`src/rtl/crc_pkg.sv`:
```
package crc_pkg;

   localparam int unsigned BYTE_W = 8;

   localparam logic [1:0] A_CTRL = 2'd0;
   localparam logic [1:0] A_SEED = 2'd1;
   localparam logic [1:0] A_DATA = 2'd2;
   localparam logic [1:0] A_SUM  = 2'd3;

   typedef enum logic [1:0] {
      SZ_BYTE  = 2'b00,
      SZ_HALF  = 2'b01,
      SZ_WORD  = 2'b10,
      SZ_WORDX = 2'b11
   } wsize_t;

   typedef enum logic [1:0] {
      MD_CRC16  = 2'b00,
      MD_CCITT  = 2'b01,
      MD_CRC32  = 2'b10,
      MD_CRC32X = 2'b11
   } mode_t;

   typedef struct packed {
      logic  sum_swap;
      logic  sum_flip;
      logic  sum_inv;
      logic  dat_swap;
      logic  dat_flip;
      logic  dat_inv;
      mode_t mode;
   } ctrl_t;

   function automatic logic [BYTE_W-1:0] flip_byte(input logic [BYTE_W-1:0] b);
      logic [BYTE_W-1:0] r;
      for (int i = 0; i < BYTE_W; i++) r[i] = b[BYTE_W-1-i];
      return r;
   endfunction

endpackage

```
`src/rtl/crc_data_xform.sv`:
```
module crc_data_xform
   import crc_pkg::*;
#(
   parameter int unsigned BUS_W = 32,
   localparam int unsigned LANES = BUS_W / BYTE_W,
   localparam int unsigned CNT_W = $clog2(LANES + 1)
) (
   input  logic [BUS_W-1:0] wdata_i,
   input  logic [1:0]       size_i,
   input  logic             inv_i,
   input  logic             flip_i,
   input  logic             swap_i,
   output logic [BUS_W-1:0] bytes_o,
   output logic [CNT_W-1:0] count_o
);

   logic [BUS_W-1:0] flipped;
   logic [BUS_W-1:0] ordered;

   generate
      for (genvar g = 0; g < LANES; g++) begin : g_lane
         assign flipped[g*BYTE_W +: BYTE_W] = flip_i ? flip_byte(wdata_i[g*BYTE_W +: BYTE_W])
                                                     : wdata_i[g*BYTE_W +: BYTE_W];
      end
   endgenerate

   always_comb begin
      ordered = flipped;
      if (swap_i) begin
         unique case (size_i)
            SZ_BYTE: ordered = flipped;
            SZ_HALF: ordered = {flipped[BUS_W-1:2*BYTE_W], flipped[BYTE_W-1:0],
                                flipped[2*BYTE_W-1:BYTE_W]};
            default: begin
               for (int i = 0; i < LANES; i++)
                  ordered[i*BYTE_W +: BYTE_W] = flipped[(LANES-1-i)*BYTE_W +: BYTE_W];
            end
         endcase
      end
   end

   assign bytes_o = inv_i ? ~ordered : ordered;
   assign count_o = (size_i == SZ_BYTE) ? CNT_W'(1) :
                    (size_i == SZ_HALF) ? CNT_W'(2) : CNT_W'(LANES);

endmodule

```
`src/rtl/crc_lfsr_byte.sv`:
```
module crc_lfsr_byte
   import crc_pkg::*;
#(
   parameter int unsigned W = 16
) (
   input  logic [W-1:0]      state_i,
   input  logic [W-1:0]      poly_i,
   input  logic [BYTE_W-1:0] byte_i,
   output logic [W-1:0]      next_o
);

   logic [W-1:0] acc;
   logic         fb;

   always_comb begin
      acc = state_i;
      fb  = 1'b0;
      for (int i = BYTE_W - 1; i >= 0; i--) begin
         fb  = acc[W-1] ^ byte_i[i];
         acc = {acc[W-2:0], 1'b0} ^ (fb ? poly_i : '0);
      end
      next_o = acc;
   end

endmodule

```
`src/rtl/crc_sum_xform.sv`:
```
module crc_sum_xform
   import crc_pkg::*;
#(
   parameter int unsigned W = 16,
   localparam int unsigned NB = W / BYTE_W
) (
   input  logic [W-1:0] raw_i,
   input  logic         flip_i,
   input  logic         swap_i,
   input  logic         inv_i,
   output logic [W-1:0] sum_o
);

   logic [W-1:0] mirrored;
   logic [W-1:0] swapped;
   logic [W-1:0] stage1;
   logic [W-1:0] stage2;

   generate
      for (genvar g = 0; g < W; g++) begin : g_bit
         assign mirrored[g] = raw_i[W-1-g];
      end
      for (genvar g = 0; g < NB; g++) begin : g_byte
         assign swapped[g*BYTE_W +: BYTE_W] = stage1[(NB-1-g)*BYTE_W +: BYTE_W];
      end
   endgenerate

   assign stage1 = flip_i ? mirrored : raw_i;
   assign stage2 = swap_i ? swapped : stage1;
   assign sum_o  = inv_i ? ~stage2 : stage2;

endmodule

```
`src/rtl/crc_engine.sv`:
```
module crc_engine
   import crc_pkg::*;
#(
   parameter int unsigned BUS_W  = 32,
   parameter int unsigned ADDR_W = 2,
   parameter logic [15:0] POLY_A = 16'h8005,
   parameter logic [15:0] POLY_B = 16'h1021,
   parameter logic [31:0] POLY_C = 32'h04C11DB7
) (
   input  logic              clk,
   input  logic              rst_n,
   input  logic              wr_en,
   input  logic [ADDR_W-1:0] addr,
   input  logic [BUS_W-1:0]  wdata,
   input  logic [1:0]        wsize,
   output logic              wready,
   output logic              busy,
   output logic [BUS_W-1:0]  rdata
);

   localparam int unsigned LANES  = BUS_W / BYTE_W;
   localparam int unsigned CNT_W  = $clog2(LANES + 1);
   localparam int unsigned CRC_W  = 32;
   localparam int unsigned HALF_W = 16;

   generate
      if (BUS_W != CRC_W) begin : g_bad_bus
         $error("crc_engine: BUS_W must equal 32");
      end
      if (ADDR_W < 2) begin : g_bad_addr
         $error("crc_engine: ADDR_W must be at least 2");
      end
   endgenerate

   ctrl_t             ctrl_q;
   mode_t             mode_q;
   logic [CRC_W-1:0]  state_q;
   logic [BUS_W-1:0]  buf_q;
   logic [CNT_W-1:0]  pend_q;

   logic [BUS_W-1:0]  xf_bytes;
   logic [CNT_W-1:0]  xf_count;
   logic [HALF_W-1:0] step16;
   logic [CRC_W-1:0]  step32;
   logic [CRC_W-1:0]  next_crc;
   logic [HALF_W-1:0] sum16;
   logic [CRC_W-1:0]  sum32;
   logic [CRC_W-1:0]  sum_sel;
   logic              wide;
   logic              take;

   assign wide   = mode_q[1];
   assign busy   = (pend_q != '0);
   assign wready = (addr == ADDR_W'(A_DATA)) ? (pend_q <= CNT_W'(1)) : (pend_q == '0);
   assign take   = wr_en & wready;

   crc_data_xform #(.BUS_W(BUS_W)) u_dxf (
      .wdata_i (wdata),
      .size_i  (wsize),
      .inv_i   (ctrl_q.dat_inv),
      .flip_i  (ctrl_q.dat_flip),
      .swap_i  (ctrl_q.dat_swap),
      .bytes_o (xf_bytes),
      .count_o (xf_count)
   );

   crc_lfsr_byte #(.W(HALF_W)) u_step16 (
      .state_i (state_q[HALF_W-1:0]),
      .poly_i  ((mode_q == MD_CCITT) ? POLY_B : POLY_A),
      .byte_i  (buf_q[BYTE_W-1:0]),
      .next_o  (step16)
   );

   crc_lfsr_byte #(.W(CRC_W)) u_step32 (
      .state_i (state_q),
      .poly_i  (POLY_C),
      .byte_i  (buf_q[BYTE_W-1:0]),
      .next_o  (step32)
   );

   assign next_crc = wide ? step32 : {{(CRC_W-HALF_W){1'b0}}, step16};

   always_ff @(posedge clk or negedge rst_n) begin
      if (!rst_n) begin
         ctrl_q  <= '0;
         mode_q  <= MD_CRC16;
         state_q <= '0;
         buf_q   <= '0;
         pend_q  <= '0;
      end else begin
         if (busy) begin
            state_q <= next_crc;
            buf_q   <= buf_q >> BYTE_W;
            pend_q  <= pend_q - CNT_W'(1);
         end
         if (take) begin
            if (addr == ADDR_W'(A_CTRL)) begin
               ctrl_q <= ctrl_t'(wdata[7:0]);
            end else if (addr == ADDR_W'(A_SEED)) begin
               mode_q  <= ctrl_q.mode;
               state_q <= ctrl_q.mode[1] ? wdata[CRC_W-1:0]
                                         : {{(CRC_W-HALF_W){1'b0}}, wdata[HALF_W-1:0]};
            end else if (addr == ADDR_W'(A_DATA)) begin
               buf_q  <= xf_bytes;
               pend_q <= xf_count;
            end
         end
      end
   end

   crc_sum_xform #(.W(HALF_W)) u_sum16 (
      .raw_i  (state_q[HALF_W-1:0]),
      .flip_i (ctrl_q.sum_flip),
      .swap_i (ctrl_q.sum_swap),
      .inv_i  (ctrl_q.sum_inv),
      .sum_o  (sum16)
   );

   crc_sum_xform #(.W(CRC_W)) u_sum32 (
      .raw_i  (state_q),
      .flip_i (ctrl_q.sum_flip),
      .swap_i (ctrl_q.sum_swap),
      .inv_i  (ctrl_q.sum_inv),
      .sum_o  (sum32)
   );

   assign sum_sel = wide ? sum32 : {{(CRC_W-HALF_W){1'b0}}, sum16};

   always_comb begin
      rdata = '0;
      if (addr == ADDR_W'(A_CTRL))
         rdata[7:0] = ctrl_q;
      else if (addr == ADDR_W'(A_SUM))
         rdata = BUS_W'(sum_sel);
   end

endmodule

```
`config.mk`:
```
export PLATFORM = sky130hd
export DESIGN_NAME = crc_engine
export DESIGN_NICKNAME = d
export VERILOG_FILES = /design/src/rtl/crc_pkg.sv /design/src/rtl/crc_data_xform.sv /design/src/rtl/crc_lfsr_byte.sv /design/src/rtl/crc_sum_xform.sv /design/src/rtl/crc_engine.sv
export SDC_FILE = /design/constraint.sdc
export NUM_CORES = 1
export LEC_CHECK = 0
export BUFFER_PORTS_ARGS = -buffer_cell sky130_fd_sc_hd__buf_2
export CAP_MARGIN = 20
export CORE_ASPECT_RATIO = 2
export CORE_MARGIN = 5
export CORE_UTILIZATION = 50
export CTS_CLUSTER_DIAMETER = 150
export DETAILED_ROUTE_END_ITERATION = 16
export PLACE_DENSITY = 0.76
export REMOVE_ABC_BUFFERS = 1
export SYNTH_ARGS = -nofsm -noshare
export SYNTH_HDL_FRONTEND = slang
export SYNTH_HIERARCHICAL = 1
export SYNTH_SLANG_ARGS = --single-unit
```
`constraint.sdc`:
```
create_clock -name clk -period 5.9 [get_ports clk]
set_input_delay 0.59 -clock clk [delete_from_list [all_inputs] [get_ports clk]]
set_output_delay 0.59 -clock clk [all_outputs]
set_load 0.005 [all_outputs]
```
==> impl_metrics.ini <==
[synthesis]
yosysMostFrequentCell = nand2_1
synthTopCellsByCount = nand2_1 (368), xnor2_1 (188), xor2_1 (168)
ys_async_sr_fraction_pct = 100.0
synth_top_family_by_area = XOR/XNOR gates
synth_top_cell_by_area = dfrtp_1
synth_seq_area_share_pct = 13.60
synth_mux_area_share_pct = 15.01
yosysTopAreaCellShare_pct = 13.60
postSynthCellCount = 1740
synth_xor_area_share_pct = 30.62
synth_warnings = 6
synthTopCellsByArea = dfrtp_1 (14%), xnor2_1 (12%), xor2_1 (10%)
avgSynthCellArea_um2 = 8.141
yosysUniqueCellTypes = 85
synth_edf_count = 0
synth_compound_area_share_pct = 14.75
yosys.area_share.simple_pct = 19.02
synth_ff_type = dfrtp_1
synth_adder_area_share_pct = 0.2650
synth_seq_cells = 77
synthesis.area_um2 = 14160

[clocking]
clkLatencyLatePin_ps = 370
cts_resized = 0
cts_hold_buffers = 0
clk_pin_slew_ps = 70
cts_tree = yes
clock_sinks = 77
cts_buffer_depth = 2
cts_max_level = 3
postCtsSetupBuffers = 0
cts_buffers = 9
root_buffer = clkbuf_16

[sta]
fin_worst_skew_ps = 15.47
setup_viol = 0
hold_viol = 0
slew_headroom_pct = -23.59
rsz0062_at_grt = no
slew_viol_final = 62
setup_slack_ps = 1220
tightest_slew_ps = 1854
min_period_over_period_pct = 79.32
whs_ps = 57.57
final.min_clock_period_ps = 4680
max_freq_mhz = 213.7

[worst_setup_path]
reg2regPathDepth = 16
worst_ep_arrival_time_ps = 4900
cp_max_fo = 14
cp_cell_sequence = xnor2_1 -> o21ai_1 -> and2_1 -> buf_4 -> a21oi_1 -> a211oi_1 -> nor3_1 -> a311o_1 -> nand3_1 -> a21boi_1 -> xor3_1 -> xnor2_1 -> mux2i_1 -> nor2_1 -> a21oi_1 -> o21ai_0
r2r-end = state_q[3]
worst_path_max_delay_cell = xnor2_1
r2r_slack_ps = 1220
end_kind = register
start_kind = register
slowest_delay_ps = 570
cp.required_ps = 6120
r2r-start = state_q[14]
cp_num_buf_inv = 1
path_class = reg -> reg
path_delay_family = compound AO/OA/AOI/OAI gates

[placed_design]
globalplace.congestion = 0.9558
place_area_um2 = 14580
dp_hpwl_um = 32680
placed_cells = 2085
pre_cts_slack_ps = 1364
io_buffer_count = 72

[flow_run]
maxCapViolations = 0

[floorplanning]
io_pins = 73
std_cell_rows = 87
die_y_um = 248.0
die_w_um = 129.0
die-area_um2 = 32000
core_area_um2 = 28080
initial_core_util_pct = 50.44

[routing]
route.detailed.drc = 0
drtIter0Drc = 1211
via_per_inst = 6.191
drt-pass1-iter-count = 6
drt_wl_total_um = 43990
wl_per_cell_um = 20.94
via_count = 13010
ant_nets = 0

[layout]
area_growth_pct = 5.088
finalInstanceArea_um2 = 14890
nets = 1782
diodes = 0
fin_cells = 2101
drive_gt1_share_pct = 13.70

[global_routing]
grt.total_usage_pct = 27.15
antenna_found_initial = 0
grt_max_degree = 82
grt_pass1_vias = 12550
overflow = 0
grt_pass1_wl_um = 68140

[status]
outcome = finished with violations
failed_checks = max-slew violations

[worst_hold_path]
hp-class = in -> async
## area by class of cell
cell class / instances / area, um2
Tap cell: 356 / 445.4
Inverter: 24 / 90.09
Fill cell: 2677 / 13200
Clock inverter: 5 / 58.81
Clock buffer: 11 / 242.7
Sequential cell: 77 / 1933
Timing Repair Buffer: 101 / 580.6
Multi-Input combinational cell: 1527 / 11530
## kinds of logic after synthesis
group                      Yosys count
buffers and inverters              193
other                                2
muxes                              147
AOI/OAI and AO/OA                  292
DFF                                 77
xor gates and xnor gates           411
adders and majority gates            3
and+or+nand+nor                    615
## layout by cell type (no fill, tap or decap), types with 37 or more instances in the layout
master   count
nor2_1      81
xnor2_1    187
mux4_2      37
nand2_1    368
conb_1      59
a31oi_1     38
a21oi_1     62
xnor3_1     46
xor2_1     166
mux2i_1     89
buf_2       71
o21ai_0     53
dfrtp_1     72
nand3_1     83
## worst max path at each step
stage | depth (start not counted) | to | startpoint
6_report | 16 | state_q[3] | state_q[14]
2_1_floorplan | 16 | state_q[2] | mode_q[1]
3_5_place_dp | 16 | state_q[3] | state_q[14]
4_1_cts | 16 | state_q[3] | state_q[14]
5_1_grt | 16 | state_q[3] | state_q[14]
3_3_place_gp | 16 | state_q[3] | state_q[14]
## per-stage QoR
step                util [%]  TNS (ps)
floorplan                  -    -37.84
global placement       51.90         0
detailed placement     51.93         0
CTS                    53.00         0
global route           53.00         0
finish                 53.00         0
## layer usage
layer  vias to the layer above  track usage, %  routed length, um
met5                         -               0                  0
met1                      6192           29.88              15260
met2                       687           46.99              21950
met3                       210           3.433               2816
li1                       5919               -                  -
met4                         0           20.25               3960
## registers in the layout, indices dropped and copies added (netlist names)
signal	count
mode_q	2
state_q	32
buf_q	32
ctrl_q	8
pend_q	3
Power is not shown: default switching activity piles up to over one toggle a cycle in this logic, so the estimate is an artifact.
